`config.mk`:
```
export PLATFORM = sky130hd
export DESIGN_NAME = ps2_key_decoder
export DESIGN_NICKNAME = d
export VERILOG_FILES = /design/src/rtl/ps2_kbd_pkg.sv /design/src/rtl/ps2_line_filter.sv /design/src/rtl/ps2_frame_rx.sv /design/src/rtl/ps2_event_fsm.sv /design/src/rtl/ps2_key_decoder.sv
export SDC_FILE = /design/constraint.sdc
export NUM_CORES = 1
export LEC_CHECK = 0
export ABC_CLOCK_PERIOD_IN_PS = 2900
export BUFFER_PORTS_ARGS = -buffer_cell sky130_fd_sc_hd__buf_2
export CORE_UTILIZATION = 55
export DETAILED_ROUTE_END_ITERATION = 10
export GPL_ROUTABILITY_DRIVEN = 0
export PLACE_DENSITY = 0.82
export SETUP_SLACK_MARGIN = 0.05
export SLEW_MARGIN = 25
export SYNTH_ARGS = -nofsm -noshare
export SYNTH_HDL_FRONTEND = slang
export SYNTH_SLANG_ARGS = --single-unit
export TNS_END_PERCENT = 20
```
`constraint.sdc`:
```
create_clock -name clk -period 2.9 [get_ports clk]
set_input_delay 0.145 -clock clk [delete_from_list [all_inputs] [get_ports clk]]
set_output_delay 0.145 -clock clk [all_outputs]
set_load 0.02 [all_outputs]
```
`src/rtl/ps2_kbd_pkg.sv`:
```
package ps2_kbd_pkg;
    localparam int FRAME_BITS = 11;
    localparam logic [7:0] CODE_EXT = 8'hE0;
    localparam logic [7:0] CODE_BRK = 8'hF0;

    typedef enum logic [1:0] {
        KS_IDLE,
        KS_EXT,
        KS_BRK,
        KS_EXT_BRK
    } kstate_t;
endpackage

```
`src/rtl/ps2_line_filter.sv`:
```
module ps2_line_filter #(
    parameter int FILT_LEN = 4
) (
    input  logic clk,
    input  logic rst,
    input  logic line_i,
    output logic level_o,
    output logic fall_o
);
    localparam int CW = $clog2(FILT_LEN + 1);

    logic [1:0]    sync_q;
    logic [CW-1:0] cnt_q;

    // Two-flop synchronizer, then a level that follows the input only
    // after FILT_LEN consecutive cycles of disagreement.
    always_ff @(posedge clk) begin
        if (rst) begin
            sync_q  <= 2'b11;
            level_o <= 1'b1;
            cnt_q   <= '0;
            fall_o  <= 1'b0;
        end else begin
            sync_q <= {sync_q[0], line_i};
            fall_o <= 1'b0;
            if (sync_q[1] == level_o) begin
                cnt_q <= '0;
            end else if (cnt_q == CW'(FILT_LEN - 1)) begin
                level_o <= sync_q[1];
                cnt_q   <= '0;
                fall_o  <= level_o;
            end else begin
                cnt_q <= cnt_q + 1'b1;
            end
        end
    end
endmodule

```
`src/rtl/ps2_frame_rx.sv`:
```
module ps2_frame_rx
    import ps2_kbd_pkg::*;
#(
    parameter int TIMEOUT_CYC = 12500
) (
    input  logic       clk,
    input  logic       rst,
    input  logic       fall_i,
    input  logic       dat_i,
    output logic       byte_stb_o,
    output logic [7:0] byte_o,
    output logic       err_o
);
    localparam int BW = $clog2(FRAME_BITS + 1);
    localparam int TW = $clog2(TIMEOUT_CYC + 1);

    logic [BW-1:0]         bit_q;
    logic [FRAME_BITS-1:0] sh_q;
    logic [TW-1:0]         tmo_q;
    logic [FRAME_BITS-1:0] frame_w;
    logic                  frame_ok;

    assign frame_w  = {dat_i, sh_q[FRAME_BITS-1:1]};
    assign frame_ok = !frame_w[0] && frame_w[FRAME_BITS-1] && (^frame_w[9:1]);

    always_ff @(posedge clk) begin
        if (rst) begin
            bit_q      <= '0;
            sh_q       <= '0;
            tmo_q      <= '0;
            byte_stb_o <= 1'b0;
            byte_o     <= '0;
            err_o      <= 1'b0;
        end else begin
            byte_stb_o <= 1'b0;
            err_o      <= 1'b0;
            if (fall_i) begin
                tmo_q <= '0;
                sh_q  <= frame_w;
                if (bit_q == BW'(FRAME_BITS - 1)) begin
                    bit_q      <= '0;
                    byte_stb_o <= frame_ok;
                    err_o      <= !frame_ok;
                    byte_o     <= frame_w[8:1];
                end else begin
                    bit_q <= bit_q + 1'b1;
                end
            end else if (bit_q != '0) begin
                if (tmo_q == TW'(TIMEOUT_CYC - 1)) begin
                    bit_q <= '0;
                    tmo_q <= '0;
                end else begin
                    tmo_q <= tmo_q + 1'b1;
                end
            end
        end
    end
endmodule

```
`src/rtl/ps2_event_fsm.sv`:
```
module ps2_event_fsm
    import ps2_kbd_pkg::*;
(
    input  logic       clk,
    input  logic       rst,
    input  logic       byte_stb_i,
    input  logic [7:0] byte_i,
    input  logic       err_i,
    output logic       evt_valid_o,
    output logic [7:0] evt_code_o,
    output logic       evt_ext_o,
    output logic       evt_brk_o
);
    kstate_t state_q, state_d;
    logic    is_prefix;

    assign is_prefix = (byte_i == CODE_EXT) || (byte_i == CODE_BRK);

    always_comb begin
        state_d = state_q;
        if (err_i) begin
            state_d = KS_IDLE;
        end else if (byte_stb_i) begin
            if (byte_i == CODE_EXT) begin
                state_d = KS_EXT;
            end else if (byte_i == CODE_BRK) begin
                unique case (state_q)
                    KS_IDLE, KS_BRK:    state_d = KS_BRK;
                    KS_EXT, KS_EXT_BRK: state_d = KS_EXT_BRK;
                    default:            state_d = KS_IDLE;
                endcase
            end else begin
                state_d = KS_IDLE;
            end
        end
    end

    always_ff @(posedge clk) begin
        if (rst) state_q <= KS_IDLE;
        else     state_q <= state_d;
    end

    always_ff @(posedge clk) begin
        if (rst) begin
            evt_valid_o <= 1'b0;
            evt_code_o  <= '0;
            evt_ext_o   <= 1'b0;
            evt_brk_o   <= 1'b0;
        end else begin
            evt_valid_o <= 1'b0;
            if (byte_stb_i && !is_prefix) begin
                evt_valid_o <= 1'b1;
                evt_code_o  <= byte_i;
                unique case (state_q)
                    KS_IDLE:    begin evt_ext_o <= 1'b0; evt_brk_o <= 1'b0; end
                    KS_EXT:     begin evt_ext_o <= 1'b1; evt_brk_o <= 1'b0; end
                    KS_BRK:     begin evt_ext_o <= 1'b0; evt_brk_o <= 1'b1; end
                    KS_EXT_BRK: begin evt_ext_o <= 1'b1; evt_brk_o <= 1'b1; end
                    default:    begin evt_ext_o <= 1'b0; evt_brk_o <= 1'b0; end
                endcase
            end
        end
    end
endmodule

```
`src/rtl/ps2_key_decoder.sv`:
```
module ps2_key_decoder #(
    parameter int FILT_LEN    = 4,
    parameter int TIMEOUT_CYC = 12500
) (
    input  logic       clk,
    input  logic       rst,
    input  logic       ps2_clk_i,
    input  logic       ps2_dat_i,
    output logic       evt_valid,
    output logic [7:0] evt_code,
    output logic       evt_ext,
    output logic       evt_brk,
    output logic       frame_err
);
    logic       clk_lvl, clk_fall;
    logic       dat_lvl, dat_fall;
    logic       byte_stb;
    logic [7:0] byte_val;

    ps2_line_filter #(.FILT_LEN(FILT_LEN)) i_clk_filt (
        .clk(clk), .rst(rst), .line_i(ps2_clk_i),
        .level_o(clk_lvl), .fall_o(clk_fall)
    );

    ps2_line_filter #(.FILT_LEN(FILT_LEN)) i_dat_filt (
        .clk(clk), .rst(rst), .line_i(ps2_dat_i),
        .level_o(dat_lvl), .fall_o(dat_fall)
    );

    ps2_frame_rx #(.TIMEOUT_CYC(TIMEOUT_CYC)) i_rx (
        .clk(clk), .rst(rst), .fall_i(clk_fall), .dat_i(dat_lvl),
        .byte_stb_o(byte_stb), .byte_o(byte_val), .err_o(frame_err)
    );

    ps2_event_fsm i_fsm (
        .clk(clk), .rst(rst),
        .byte_stb_i(byte_stb), .byte_i(byte_val), .err_i(frame_err),
        .evt_valid_o(evt_valid), .evt_code_o(evt_code),
        .evt_ext_o(evt_ext), .evt_brk_o(evt_brk)
    );

    logic unused_ok;
    assign unused_ok = &{1'b0, clk_lvl, dat_fall};
endmodule

```
Word level (Yosys, flattened, before mapping). Cells that the tools add are included. Widths: inputs -> output; s select.

Bits in registers: 65. Input port bits: 4. Output and inout bits: 12. Word-level logic and storage cells: 75.

Add/sub/neg operators: 4. Equal/unequal tests: 11. Muxes and demuxes: 11. Bitwise logic cells: 5. Reduce and logical (&&, ||, !) cells: 26.

Operator list (count): $eq 8x8->1 const B (2); $mux 4 (4); $add 14x1->14 const B (1); $eq 14x14->1 const B (1); $mux 14 (1); $reduce_or 2->1 (6); $reduce_or 3->1 (4); $reduce_xor 9->1 (1); $reduce_and 2->1 (4); $add 3x1->3 const B (2); $eq 3x2->1 const B (2); $not 1->1 (5); $add 4x1->4 const B (1); $eq 2x2->1 const B (2); $eq 4x4->1 const B (1); $mux 2 (2); $pmux 1 s2 (2); $pmux 2 s2 (1); $reduce_bool 2->1 (2); $reduce_bool 4->1 (1); $logic_and 1x1->1 (3); $logic_not 1->1 (3); $eq 1x1->1 (2); $eq 2x1->1 const B (1); 3 further kinds (3).

Logic depth before layout (Yosys ltp).
Depth after elaboration: 5. Gate-level depth with buffers: 7. Depth with buffers taken out: 6.

Cells and area by module. Synthesis repeated with hierarchy kept, for this count alone.

Cells, all modules: 290. Area, all modules: 2748.9 µm².

By module, submodules not included: ps2_frame_rx (times used 1, cells each 197, area each 1711.6 µm², sequential area each 760.7 µm²); ps2_event_fsm (times used 1, cells each 55, area each 544.3 µm², sequential area each 260.2 µm²); ps2_line_filter (times used 2, cells each 19, area each 246.5 µm², sequential area each 140.1 µm²).

Worst setup path after synthesis. Ideal clock, no wire load.

Path kind: register -> register. Start: register i_rx.bit_q[0]. End: register i_rx.tmo_q[9]. Setup time: 70 ps. Data arrival time: 1893 ps. Data required time: 2830 ps. Path slack: 937 ps. Cell stages (with the launch flop): 8. Path buffers: 1. Clock period less this slack: 1963 ps. Path through: dfxtp_1 -> inv_1 -> ha_1 -> or3b_2 -> buf_2 -> nand4_2 -> or4_2 -> a21oi_1.

Cells in the longest elaborated chain, start to end: 1.

Ends and longest elaborated chain: from (decl) (line ps2_frame_rx.sv:17) `logic [BW-1:0] bit_q;`; from (signal assigned) (line ps2_frame_rx.sv:46) `bit_q <= bit_q + 1'b1;`; $reduce_bool 4->1 (line ps2_frame_rx.sv:48) `end else if (bit_q != '0) begin`; to (signal assigned) (line ps2_frame_rx.sv:53) `tmo_q <= tmo_q + 1'b1;`; to (decl) (line ps2_frame_rx.sv:19) `logic [TW-1:0] tmo_q;`.

No other way between the ends. A chain may end at the register's enable or synchronous reset.

Worst setup path in the final report.
Start: register i_rx.bit_q[1]. End: register i_rx.tmo_q[9].

The elaborated chain is that of the path after synthesis.

==> run metrics <==
asr flop ratio synth 0%; Die Y 71.6 um; Setup violations, final 0; Seq cells post-synth 64; H-tree depth 3; first-pass GRT wire length about 8100 um; die area roughly 5100 um^2; Initial Util 59.1%; CTS tree built; Worst slew margin 44.1%; fin. max-slew vios 0; Finished Core Util approximately two thirds; maxcap violations 0; unrepaired setup endpoints after global routing false; GRT overflow 0; most frequent cells in the layout dfxtp_1, nor2_1, nand2_1, mux2i_1, a21oi_1; worst setup path category register to register; clock input transition at the sequential cells of the worst setup and hold paths 0.07 ns; DR iter-0 viols 203; vias per cell between 5 and 6; Post-DRT Antenna Nets 0; Area after DPL 2770 um^2; Synth Area in XOR/XNOR 5.78%; Crit Path Max Fanout 9; Post-Route WL 4660 um; maximum vdd ir drop about 0.00027 V; initial antenna violation count 0; area grow syn2layout 12.9%; fmax around 0.47 GHz; Wirelength per Cell about 13 um; DRC Markers 0; Arr. time, crit path 2.42 ns; ratio of cells with drive above 1 in the final layout 14.9%; Final Instance Count excl. Fillers 354; status finished, final reports clean; cells along the critical path inv_1 -> ha_1 -> or3b_2 -> nand4_2 -> or4_2 -> a21oi_1; main combinational cell family by area after synthesis simple AND/OR/NAND/NOR gates; Final nets 310; Max stage delay on crit path 0.67 ns; vias in the first global route between 1500 and 2000; Post-DP HPWL 2930 um; largest area contributor in the synthesized netlist dfxtp_1; number of buffers created by CTS 9; Tmin final 2.15 ns; worst hold path type input port to register; CP delay by family, top simple AND/OR/NAND/NOR gates; clock buffer depth 2; Clock Skews ~0.005 ns; Yosys top cell area share 48.1%; Syn Std Cell Area 2660 um^2; Fillers 348; largest net degree at the start of global routing 47; Final period util 74.1%; Pre-Repair DR Iteration Count 4; Seq/Total Area, Yosys just under 50%; input/output buffers 15; clock latency on the worst-skew pair 0.34 ns; overall routing resource usage 20.7%; Final Hold Vio Count 0; LEAKAGE ~0.0011 uW; most common cell after layout, fill and taps aside dfxtp_1; crit end category register; Net Count, Synth approximately 290; n_diodes 0; Std-Cell Rows 24; dominant cells by area after synthesis dfxtp_1, mux2i_1, nor2_1; Via Count between 1500 and 2000; multiplexer share of the synthesized area 7.15%; simple-gate share of the synthesized area between 20% and 30%; Slew @ Worst Pin 0.832 ns; Yosys Warn Count 0; root buffer cell clkbuf_8; setup TNS 0 ns; Post-synth EDFFs 0; Die X 71.6 um; Placed Cells 336; compound-cell area share of the yosys netlist 9.92%; commonest register cell after synthesis dfxtp_1; Distinct cells, synth 45; pwr/cell area 570 nW/um^2; Final Cell Area roughly 3000 um^2; critical path required time 3.17 ns; cell count after synthesis approximately 280; adder-cell share of the synthesized area around 4.2%; CP Launch Type register; Ports 16; buffers and inverters on the worst path 1; CTS Sinks 64; Mean Syn Cell Area 9.57 um^2; CP max stage cell or4_2; Core Area 4500 um^2
[layer usage]
| layer | up-vias | track usage [%] | part of all wire [%] |
|---|---|---|---|
| met4 | 0 | 11.8 | 2.7 |
| met3 | 13 | 4.22 | 4.3 |
| met1 | 907 | 26.6 | 46 |
| met2 | 53 | 32.7 | 47 |
| met5 | - | 0 | 0 |
| li1 | 1005 | - | - |
[state kept, by name, indices dropped and copies added, names as in the netlist, 3 cells and up]
name and flops:
i_dat_filt.cnt_q 3, i_clk_filt.cnt_q 3, i_rx.byte_o 8, i_rx.bit_q 4, i_fsm.evt_code_o 8, i_rx.sh_q 10, i_rx.tmo_q 14
[what timing repair did]
action                                 4_1_cts  5_1_grt
endpoints found under the hold margin        2        0
buffers inserted                             0        0
gates resized for setup                      0        0
hold buffers                                 2        0
[final cells by class]
| cell class | instances | area, um^2 | share of cell area, % |
|---|---|---|---|
| sequential | 64 | 1280 | 42.6 |
| multi-input combinational | 189 | 1270 | 42.4 |
| clock buffer | 14 | 183 | 6.08 |
| timing repair buffer | 20 | 118 | 3.91 |
| tap | 52 | 65.1 | 2.16 |
| inverter | 13 | 48.8 | 1.62 |
| clock inverter | 2 | 35.0 | 1.17 |
[cells in the mapped netlist (4+ instances only)]
| cell | count |
|---|---|
| dfxtp_1 | 64 |
| nor2_1 | 35 |
| nand2_1 | 22 |
| a21oi_1 | 19 |
| mux2i_1 | 19 |
| inv_1 | 13 |
| xnor2_1 | 10 |
| ha_1 | 9 |
| nand3_1 | 7 |
| clkbuf_1 | 6 |
| or3_1 | 6 |
| or2_2 | 5 |
| xor2_1 | 5 |
| nand4_1 | 4 |
| nor2b_1 | 4 |
| nor3_1 | 4 |
| o21ai_0 | 4 |
| o31ai_1 | 4 |
[cells by family after synthesis]
kind of cell	after synthesis
xor gates and xnor gates	16
muxes	19
and+or+nand+nor	107
buffers and inverters	25
AOI/OAI and AO/OA	38
DFF	64
adders and majority gates	9
[metrics by stage]
step	hold slack, ns	power, uW	worst slack, ns
2_1_floorplan	0.249	922	0.937
6_report	0.360	1710	0.752
3_3_place_gp	0.330	926	0.853
3_5_place_dp	0.329	926	0.808
5_1_grt	0.402	1770	0.580
4_1_cts	0.360	1730	0.786
[final timing paths]
| check | slack (ns) | to | cells after the start | startpoint |
|---|---|---|---|---|
| worst max register to register | 0.75 | i_rx.tmo_q[9] | 6 | i_rx.bit_q[1] |
| worst min register to register | 0.41 | i_clk_filt.sync_q[1] | 1 | i_clk_filt.sync_q[0] |
| worst min-delay path | 0.36 | i_rx.sh_q[9] | 2 | rst |
| worst max-delay path | 0.75 | i_rx.tmo_q[9] | 6 | i_rx.bit_q[1] |
[power breakdown]
group / total, uW / switching, uW / internal [uW]
sequential: 884 / 1.42 / 882
combinational: 24.2 / 15.6 / 8.66
clock: 805 / 315 / 490
Note: power is estimated with default switching activity, not from simulation.
